`src/rtl/dtg_pkg.sv`:
```
package dtg_pkg;
  localparam int ADDR_W = 4;

  localparam logic [ADDR_W-1:0] A_CTRL = 4'd0;
  localparam logic [ADDR_W-1:0] A_HACT = 4'd1;
  localparam logic [ADDR_W-1:0] A_HBP  = 4'd4;
  localparam logic [ADDR_W-1:0] A_VACT = 4'd5;
  localparam logic [ADDR_W-1:0] A_VBP  = 4'd8;
  localparam logic [ADDR_W-1:0] A_THR  = 4'd9;
  localparam logic [ADDR_W-1:0] A_STAT = 4'd10;

  localparam int CTRL_EN  = 0;
  localparam int CTRL_GIE = 1;
  localparam int CTRL_FIE = 2;

  // segment order along each axis; index into the field arrays
  typedef enum logic [1:0] {
    SEG_ACT   = 2'd0,
    SEG_FRONT = 2'd1,
    SEG_SYNC  = 2'd2,
    SEG_BACK  = 2'd3
  } seg_e;
endpackage

```
`src/rtl/dtg_regs.sv`:
```
module dtg_regs
  import dtg_pkg::*;
#(
  parameter int DW = 32,
  parameter int HW = 10,
  parameter int VW = 10,
  parameter int TW = VW + 2
) (
  input  logic                 clk,
  input  logic                 rst,
  input  logic                 wr_en,
  input  logic [ADDR_W-1:0]    wr_addr,
  input  logic [DW-1:0]        wr_data,
  input  logic                 frame_end,
  output logic                 vid_en,
  output logic                 gie,
  output logic                 fie,
  output logic                 clr_req,
  output logic [3:0][HW-1:0]   h_sh,
  output logic [3:0][VW-1:0]   v_sh,
  output logic [TW-1:0]        thr
);
  logic [3:0][HW-1:0] h_live;
  logic [3:0][VW-1:0] v_live;
  logic               hsel, vsel, load;
  logic [1:0]         hidx, vidx;
  logic               unused_wd;

  assign hsel = wr_en && (wr_addr >= A_HACT) && (wr_addr <= A_HBP);
  assign vsel = wr_en && (wr_addr >= A_VACT) && (wr_addr <= A_VBP);
  assign hidx = 2'(wr_addr - A_HACT);
  assign vidx = 2'(wr_addr - A_VACT);
  assign unused_wd = ^wr_data;

  always_ff @(posedge clk) begin
    if (rst) begin
      vid_en <= 1'b0;
      gie    <= 1'b0;
      fie    <= 1'b0;
      h_live <= '0;
      v_live <= '0;
      thr    <= '0;
    end else begin
      if (wr_en && wr_addr == A_CTRL) begin
        vid_en <= wr_data[CTRL_EN];
        gie    <= wr_data[CTRL_GIE];
        fie    <= wr_data[CTRL_FIE];
      end
      if (hsel) h_live[hidx] <= wr_data[HW-1:0];
      if (vsel) v_live[vidx] <= wr_data[VW-1:0];
      if (wr_en && wr_addr == A_THR) thr <= wr_data[TW-1:0];
    end
  end

  // working set follows the live set while idle or at the frame seam
  assign load = !vid_en || frame_end;

  always_ff @(posedge clk) begin
    if (rst) begin
      h_sh <= '0;
      v_sh <= '0;
    end else if (load) begin
      h_sh <= h_live;
      v_sh <= v_live;
    end
  end

  assign clr_req = wr_en && (wr_addr == A_STAT) && wr_data[0];


  shadow_hold_chk: assert property (@(posedge clk) disable iff (rst)
    (vid_en && !frame_end) |=> ($stable(h_sh) && $stable(v_sh)));
endmodule

```
`src/rtl/dtg_axis.sv`:
```
module dtg_axis #(
  parameter int W  = 10,
  parameter int CW = W + 2
) (
  input  logic                clk,
  input  logic                rst,
  input  logic                run,
  input  logic                step,
  input  logic [3:0][W-1:0]   fld,
  output logic [CW-1:0]       cnt,
  output logic                is_last,
  output logic                in_act,
  output logic                in_sync,
  output logic                at_sync_start
);
  import dtg_pkg::*;

  logic [CW-1:0] act_end, sync_beg, sync_end, last_idx;

  // each field holds count-1; segments follow active, front, sync, back
  always_comb begin
    act_end  = CW'(fld[SEG_ACT]);
    sync_beg = act_end + CW'(fld[SEG_FRONT]) + CW'(2);
    sync_end = sync_beg + CW'(fld[SEG_SYNC]) + CW'(1);
    last_idx = sync_end + CW'(fld[SEG_BACK]);
  end

  assign is_last       = (cnt == last_idx);
  assign in_act        = (cnt <= act_end);
  assign in_sync       = (cnt >= sync_beg) && (cnt < sync_end);
  assign at_sync_start = (cnt == sync_beg);

  always_ff @(posedge clk) begin
    if (rst || !run) cnt <= '0;
    else if (step)   cnt <= is_last ? '0 : cnt + CW'(1);
  end

  // for the pixel axis, R3 for the line axis
  cnt_bound_chk: assert property (@(posedge clk) disable iff (rst)
    cnt <= last_idx);
endmodule

```
`src/rtl/dtg_irq.sv`:
```
module dtg_irq (
  input  logic clk,
  input  logic rst,
  input  logic evt,
  input  logic gie,
  input  logic fie,
  input  logic clr,
  output logic pend
);
  logic set_c;
  assign set_c = evt && gie && fie;

  always_ff @(posedge clk) begin
    if (rst)        pend <= 1'b0;
    else if (set_c) pend <= 1'b1;
    else if (clr)   pend <= 1'b0;
  end


  w1c_chk: assert property (@(posedge clk) disable iff (rst)
    (clr && !set_c) |=> !pend);


  masked_chk: assert property (@(posedge clk) disable iff (rst)
    (!pend && (!gie || !fie)) |=> !pend);
endmodule

```
`src/rtl/disp_timing_gen.sv`:
```
module disp_timing_gen
  import dtg_pkg::*;
#(
  parameter int HW = 10,
  parameter int VW = 10,
  parameter int DW = 32
) (
  input  logic              clk,
  input  logic              rst,
  input  logic              wr_en,
  input  logic [ADDR_W-1:0] wr_addr,
  input  logic [DW-1:0]     wr_data,
  output logic              de_o,
  output logic              hsync_o,
  output logic              vsync_o,
  output logic [HW+1:0]     x_o,
  output logic [VW+1:0]     y_o,
  output logic              line_hit_o,
  output logic              irq_o
);
  localparam int HCW = HW + 2;
  localparam int VCW = VW + 2;

  logic               vid_en, gie, fie, clr_req, frame_end, evt;
  logic [3:0][HW-1:0] h_sh;
  logic [3:0][VW-1:0] v_sh;
  logic [VCW-1:0]     thr;
  logic [HCW-1:0]     hcnt;
  logic [VCW-1:0]     vcnt;
  logic               h_last, h_act, h_sync, h_ss;
  logic               v_last, v_act, v_sync, v_ss;

  dtg_regs #(.DW(DW), .HW(HW), .VW(VW), .TW(VCW)) regs_i (
    .clk(clk), .rst(rst), .wr_en(wr_en), .wr_addr(wr_addr), .wr_data(wr_data),
    .frame_end(frame_end), .vid_en(vid_en), .gie(gie), .fie(fie),
    .clr_req(clr_req), .h_sh(h_sh), .v_sh(v_sh), .thr(thr)
  );

  dtg_axis #(.W(HW), .CW(HCW)) hax_i (
    .clk(clk), .rst(rst), .run(vid_en), .step(vid_en), .fld(h_sh),
    .cnt(hcnt), .is_last(h_last), .in_act(h_act), .in_sync(h_sync),
    .at_sync_start(h_ss)
  );

  dtg_axis #(.W(VW), .CW(VCW)) vax_i (
    .clk(clk), .rst(rst), .run(vid_en), .step(vid_en && h_last), .fld(v_sh),
    .cnt(vcnt), .is_last(v_last), .in_act(v_act), .in_sync(v_sync),
    .at_sync_start(v_ss)
  );

  assign frame_end = vid_en && h_last && v_last;
  assign evt       = vid_en && (hcnt == '0) && v_ss;

  dtg_irq irq_i (
    .clk(clk), .rst(rst), .evt(evt), .gie(gie), .fie(fie),
    .clr(clr_req), .pend(irq_o)
  );

  logic unused_hss;
  assign unused_hss = h_ss;

  always_ff @(posedge clk) begin
    if (rst) begin
      de_o       <= 1'b0;
      hsync_o    <= 1'b0;
      vsync_o    <= 1'b0;
      x_o        <= '0;
      y_o        <= '0;
      line_hit_o <= 1'b0;
    end else begin
      de_o       <= vid_en && h_act && v_act;
      hsync_o    <= vid_en && h_sync;
      vsync_o    <= vid_en && v_sync;
      x_o        <= vid_en ? hcnt : '0;
      y_o        <= vid_en ? vcnt : '0;
      line_hit_o <= vid_en && (vcnt == thr);
    end
  end


  gate_chk: assert property (@(posedge clk) disable iff (rst)
    !$past(vid_en) |-> (!de_o && !hsync_o && !vsync_o && !line_hit_o &&
                        x_o == '0 && y_o == '0));


  irq_vsync_chk: assert property (@(posedge clk) disable iff (rst)
    $rose(irq_o) |-> (vsync_o && !$past(vsync_o)));


  de_blank_chk: assert property (@(posedge clk) disable iff (rst)
    de_o |-> (!hsync_o && !vsync_o));
endmodule

```
`config.mk`:
```
export PLATFORM = sky130hd
export DESIGN_NAME = disp_timing_gen
export DESIGN_NICKNAME = d
export VERILOG_FILES = /design/src/rtl/dtg_pkg.sv /design/src/rtl/dtg_regs.sv /design/src/rtl/dtg_axis.sv /design/src/rtl/dtg_irq.sv /design/src/rtl/disp_timing_gen.sv
export SDC_FILE = /design/constraint.sdc
export NUM_CORES = 1
export LEC_CHECK = 0
export BUFFER_PORTS_ARGS = -buffer_cell sky130_fd_sc_hd__buf_2
export CAP_MARGIN = 20
export CORE_MARGIN = 4
export CORE_UTILIZATION = 45
export CTS_BUF_LIST = sky130_fd_sc_hd__clkbuf_16
export CTS_CLUSTER_SIZE = 14
export DETAILED_ROUTE_END_ITERATION = 10
export PLACE_DENSITY_LB_ADDON = 0.12
export REMOVE_ABC_BUFFERS = 1
export SETUP_SLACK_MARGIN = 0.5
export SLEW_MARGIN = 25
export SYNTH_ARGS = -nofsm -noshare
export SYNTH_HDL_FRONTEND = slang
export SYNTH_SLANG_ARGS = --single-unit
```
`constraint.sdc`:
```
create_clock -name clk -period 7 [get_ports clk]
set_input_delay 0.7 -clock clk [delete_from_list [all_inputs] [get_ports clk]]
set_output_delay 0.7 -clock clk [all_outputs]
set_load 0.02 [all_outputs]
```
==> results.json <==
{
  "dp_hpwl_mm": 22.8,
  "ant_nets": 0,
  "final_setup_violations": 0,
  "drive_above_1_share_pct": 8.98,
  "worst_clock_skew_ns": 0.0194,
  "synthesis.instances": 1553,
  "timing.reg2reg.worst_path_depth": 25,
  "die-area_um2": 34000,
  "crit_path_category": "reg2reg",
  "cts_hold_buffers": 0,
  "top_level_ports": 68,
  "rsz0062_at_grt": "false",
  "detail_route.drc_violations": 0,
  "cts_tree": "built",
  "gp_congestion": 0.839,
  "numCtsBuffers": 26,
  "placedCellCount": 1934,
  "crit-reg2reg-capture": "vax_i.cnt[4]",
  "die_w_um": 184,
  "worst_ep_required_time_ns": 7.47,
  "clock_sink_count": 228,
  "critPathMostFrequentCell": "sky130_fd_sc_hd__ha_1",
  "finalNonFillerCells": 1989,
  "critical_path.top_delay_family": "simple AND/OR/NAND/NOR gates",
  "synth_enable_flop_cells": 0,
  "worst_hold_path.endpoint": "regs_i.thr[11]",
  "final.setup.worst_slack_ns": 0.882,
  "p_per_area_nw_per_um2": 179,
  "maxCapViolations": 0,
  "h_tree_levels": 1,
  "critical_path.startpoint_type": "flop",
  "n_antenna_cell": 0,
  "dr.first_iter.drc_count": 593,
  "vdd_ir_drop_max_mv": 0.154,
  "slew_headroom_pct": 42.1,
  "synth_top_area_share_pct": 32.6,
  "post_synth.cell_area_avg_um2": 9.01,
  "critical_hold_path_startpoint": "wr_data[11]",
  "period_needed_ns": 6.12,
  "wl_per_cell_um": 16.9,
  "endpoint_kind": "flop",
  "ys_dominant_reg_cell": "sky130_fd_sc_hd__dfxtp_1",
  "pre_cts_ws_ns": 0.514,
  "ys_warn_count": 0,
  "routed_via_count": 10297,
  "final_hold_fails": 0,
  "part_of_the_yosys_area_used_for_sequential_elements_pct": 32.6,
  "timing.hold.worst_path_depth": 3,
  "overflow": 0,
  "worst-endpoint-arrival_ns": 6.59,
  "drt_wl_total_mm": 33.6,
  "maxSlewViolCount": 0,
  "ys_async_sr_fraction_pct": 0,
  "maximum_fanout_along_the_worst_path": 10,
  "synthTopCellsByArea": "sky130_fd_sc_hd__dfxtp_1 (33%), sky130_fd_sc_hd__mux2i_1 (12%), sky130_fd_sc_hd__ha_1 (12%)",
  "placeableCoreArea_um2": 30700,
  "wire_length_of_the_first_global_routing_pass_mm": 51.6,
  "via_per_inst": 5.18,
  "initial_utilization_pct": 45.6,
  "drt-pass1-iter-count": 5,
  "report.power.total_mw": 2.79,
  "r2r_start": "regs_i.h_sh[0]",
  "portBuffers": 47,
  "grtUsageTotal_pct": 18.8,
  "antenna_violations_before_repair": 0,
  "final_nets": 1754,
  "worst-slew-pin-transition_ns": 0.865,
  "timing.reg2reg.setup_slack_ns": 0.88,
  "worstHoldPathType": "in2reg",
  "yosys.cell_types.count": 69,
  "post-route-util_pct": 51.0,
  "worst_setup_hold_path_clk_slew_ns": 0.06,
  "fmax_mhz": 163,
  "power_leakage_nw": 6.45,
  "max_stage_delay_ns": 0.56,
  "clockRootBuffer": "sky130_fd_sc_hd__clkbuf_16",
  "synthToLayoutAreaGrowth_pct": 11.7,
  "crit_path_top_delay_cell": "sky130_fd_sc_hd__or4_1",
  "synth.cell_area_um2": 14000,
  "run_status": "finished clean",
  "chipHeight_um": 184,
  "netlist.top_cell.by_area": "sky130_fd_sc_hd__dfxtp_1",
  "final_min_period_over_clock_period_pct": 87.4,
  "ys_seq_elements": 228,
  "clock_latency_ns": 0.54,
  "placementRows": 64,
  "path_buf_inv": 2,
  "clk_path_buf_depth": 3,
  "grt_max_degree": 95,
  "total_neg_setup_slack_ns": 0,
  "number_of_global_route_vias_before_repair": 9568
}
state kept, by name (all words and copies together) (netlist names), 40 cells and up:
register       cells
regs_i.h_sh       40
regs_i.v_sh       40
regs_i.h_live     40
regs_i.v_live     40
power by group:
group / internal [mW] / leakage (nW) / switching [mW] / total [mW]
sequential: 1.31 / 1.84 / 0.00629 / 1.31
combinational: 0.0570 / 4.20 / 0.0833 / 0.140
clock: 0.800 / 0.417 / 0.540 / 1.34
cell usage after synthesis, drive strengths merged, types with 13 or more instances:
library cell  instances
o21a                 25
nand2                37
nand3                24
a21o                 28
nand2b              179
dfxtp               228
xnor2                68
nor2                151
xor2                 35
o21ai                49
clkbuf               55
nand4                16
or3                  13
nor2b                18
buf                  18
nor3                 15
ha                  132
and2                 27
a21oi                62
mux2i               174
inv                  93
logic make-up after synthesis:
family	count (synthesis)	synth area share (%)
muxes	175	12.5
DFF	228	32.6
adders and majority gates	138	12.7
buffers and inverters	166	4.93
xor gates and xnor gates	104	6.62
and+or+nand+nor	522	20.3
AOI/OAI and AO/OA	220	10.4
per-stage QoR:
stage | hold WS [ns] | area [um^2]
final | 0.442 | 15600
after global placement | 0.447 | 14500
after CTS | 0.409 | 15300
after floorplan | 0.430 | 13700
after detailed placement | 0.450 | 14500
after global routing | 0.419 | 15600
layout by cell type (no fill, tap or decap), types with 4 or more instances in the layout:
cell type                   Yosys  final
sky130_fd_sc_hd__ha_1         132    128
sky130_fd_sc_hd__o21a_1        25     25
sky130_fd_sc_hd__clkinv_1       0      5
sky130_fd_sc_hd__o21ai_1        3      4
sky130_fd_sc_hd__nand3_1       24     24
sky130_fd_sc_hd__and2_1        27     27
sky130_fd_sc_hd__a211oi_1       8      8
sky130_fd_sc_hd__dfxtp_1      228    228
sky130_fd_sc_hd__nand2_1       37     37
sky130_fd_sc_hd__clkinv_2       0      6
sky130_fd_sc_hd__nor2_1       151    149
sky130_fd_sc_hd__xnor2_1       68     65
sky130_fd_sc_hd__a21oi_1       61     61
sky130_fd_sc_hd__buf_2          3     46
sky130_fd_sc_hd__clkbuf_16      0     29
sky130_fd_sc_hd__nor3_1        13     10
sky130_fd_sc_hd__mux2i_1      174    174
sky130_fd_sc_hd__o21ai_0       46     44
sky130_fd_sc_hd__nand4_1       16     16
sky130_fd_sc_hd__xor2_1        35     33
sky130_fd_sc_hd__fa_1           6      6
sky130_fd_sc_hd__buf_4          1     15
sky130_fd_sc_hd__nor2b_1       18     18
sky130_fd_sc_hd__a21o_1        28     28
sky130_fd_sc_hd__and3_1        12     10
sky130_fd_sc_hd__o211a_1        4      4
sky130_fd_sc_hd__nand2b_1     179    179
sky130_fd_sc_hd__o211ai_1       7      7
sky130_fd_sc_hd__nor4_1         8      8
sky130_fd_sc_hd__or3_1         13     13
sky130_fd_sc_hd__nor3b_2        1      4
sky130_fd_sc_hd__inv_1         93     95
per-layer routing:
metal | part of all wire [%] | global-route usage [%] | vias to the layer above
li1 | - | - | 5336
met1 | 53 | 28.9 | 4777
met2 | 42 | 28.6 | 155
met3 | 3.7 | 2.27 | 29
met4 | 1.4 | 3.61 | 0
met5 | 0 | 0 | -
final cells by class:
type	instances	area (um^2)
sequential	228	4560
clock buffer	27	676
clock inverter	17	154
timing repair buffer	69	487
inverter	93	349
tap	396	495
multi-input combinational	1159	8920
fill	2894	15000
how the worst max path moves through the flow:
stage / startpoint / to / slack [ns] / cells past startpoint
after global placement: regs_i.h_sh[0] / vax_i.cnt[4] / 0.54 / 25
after floorplan: regs_i.h_sh[0] / regs_i.h_sh[0] / -4.18 / 24
final: regs_i.h_sh[0] / vax_i.cnt[4] / 0.88 / 25
after detailed placement: regs_i.h_sh[0] / vax_i.cnt[4] / 0.51 / 25
after CTS: regs_i.v_sh[0] / regs_i.v_sh[18] / 0.52 / 25
after global routing: regs_i.h_sh[0] / vax_i.cnt[4] / 0.47 / 27
timing repair:
item | in CTS | in global routing
endpoints found under the setup margin | 1 | 104
cloned | 0 | 5
pin swaps | 0 | 7
setup buffers | 0 | 6
gates resized for setup | 1 | 34
hold endpoints to repair | 0 | 0
worst min-delay path, delay by kind of cell:
family / cells / cell delay, ns
buffers and inverters: 1 / 0.09
and+or+nand+nor: 1 / 0.09
muxes: 1 / 0.06
(Power assumes the default switching activity.)
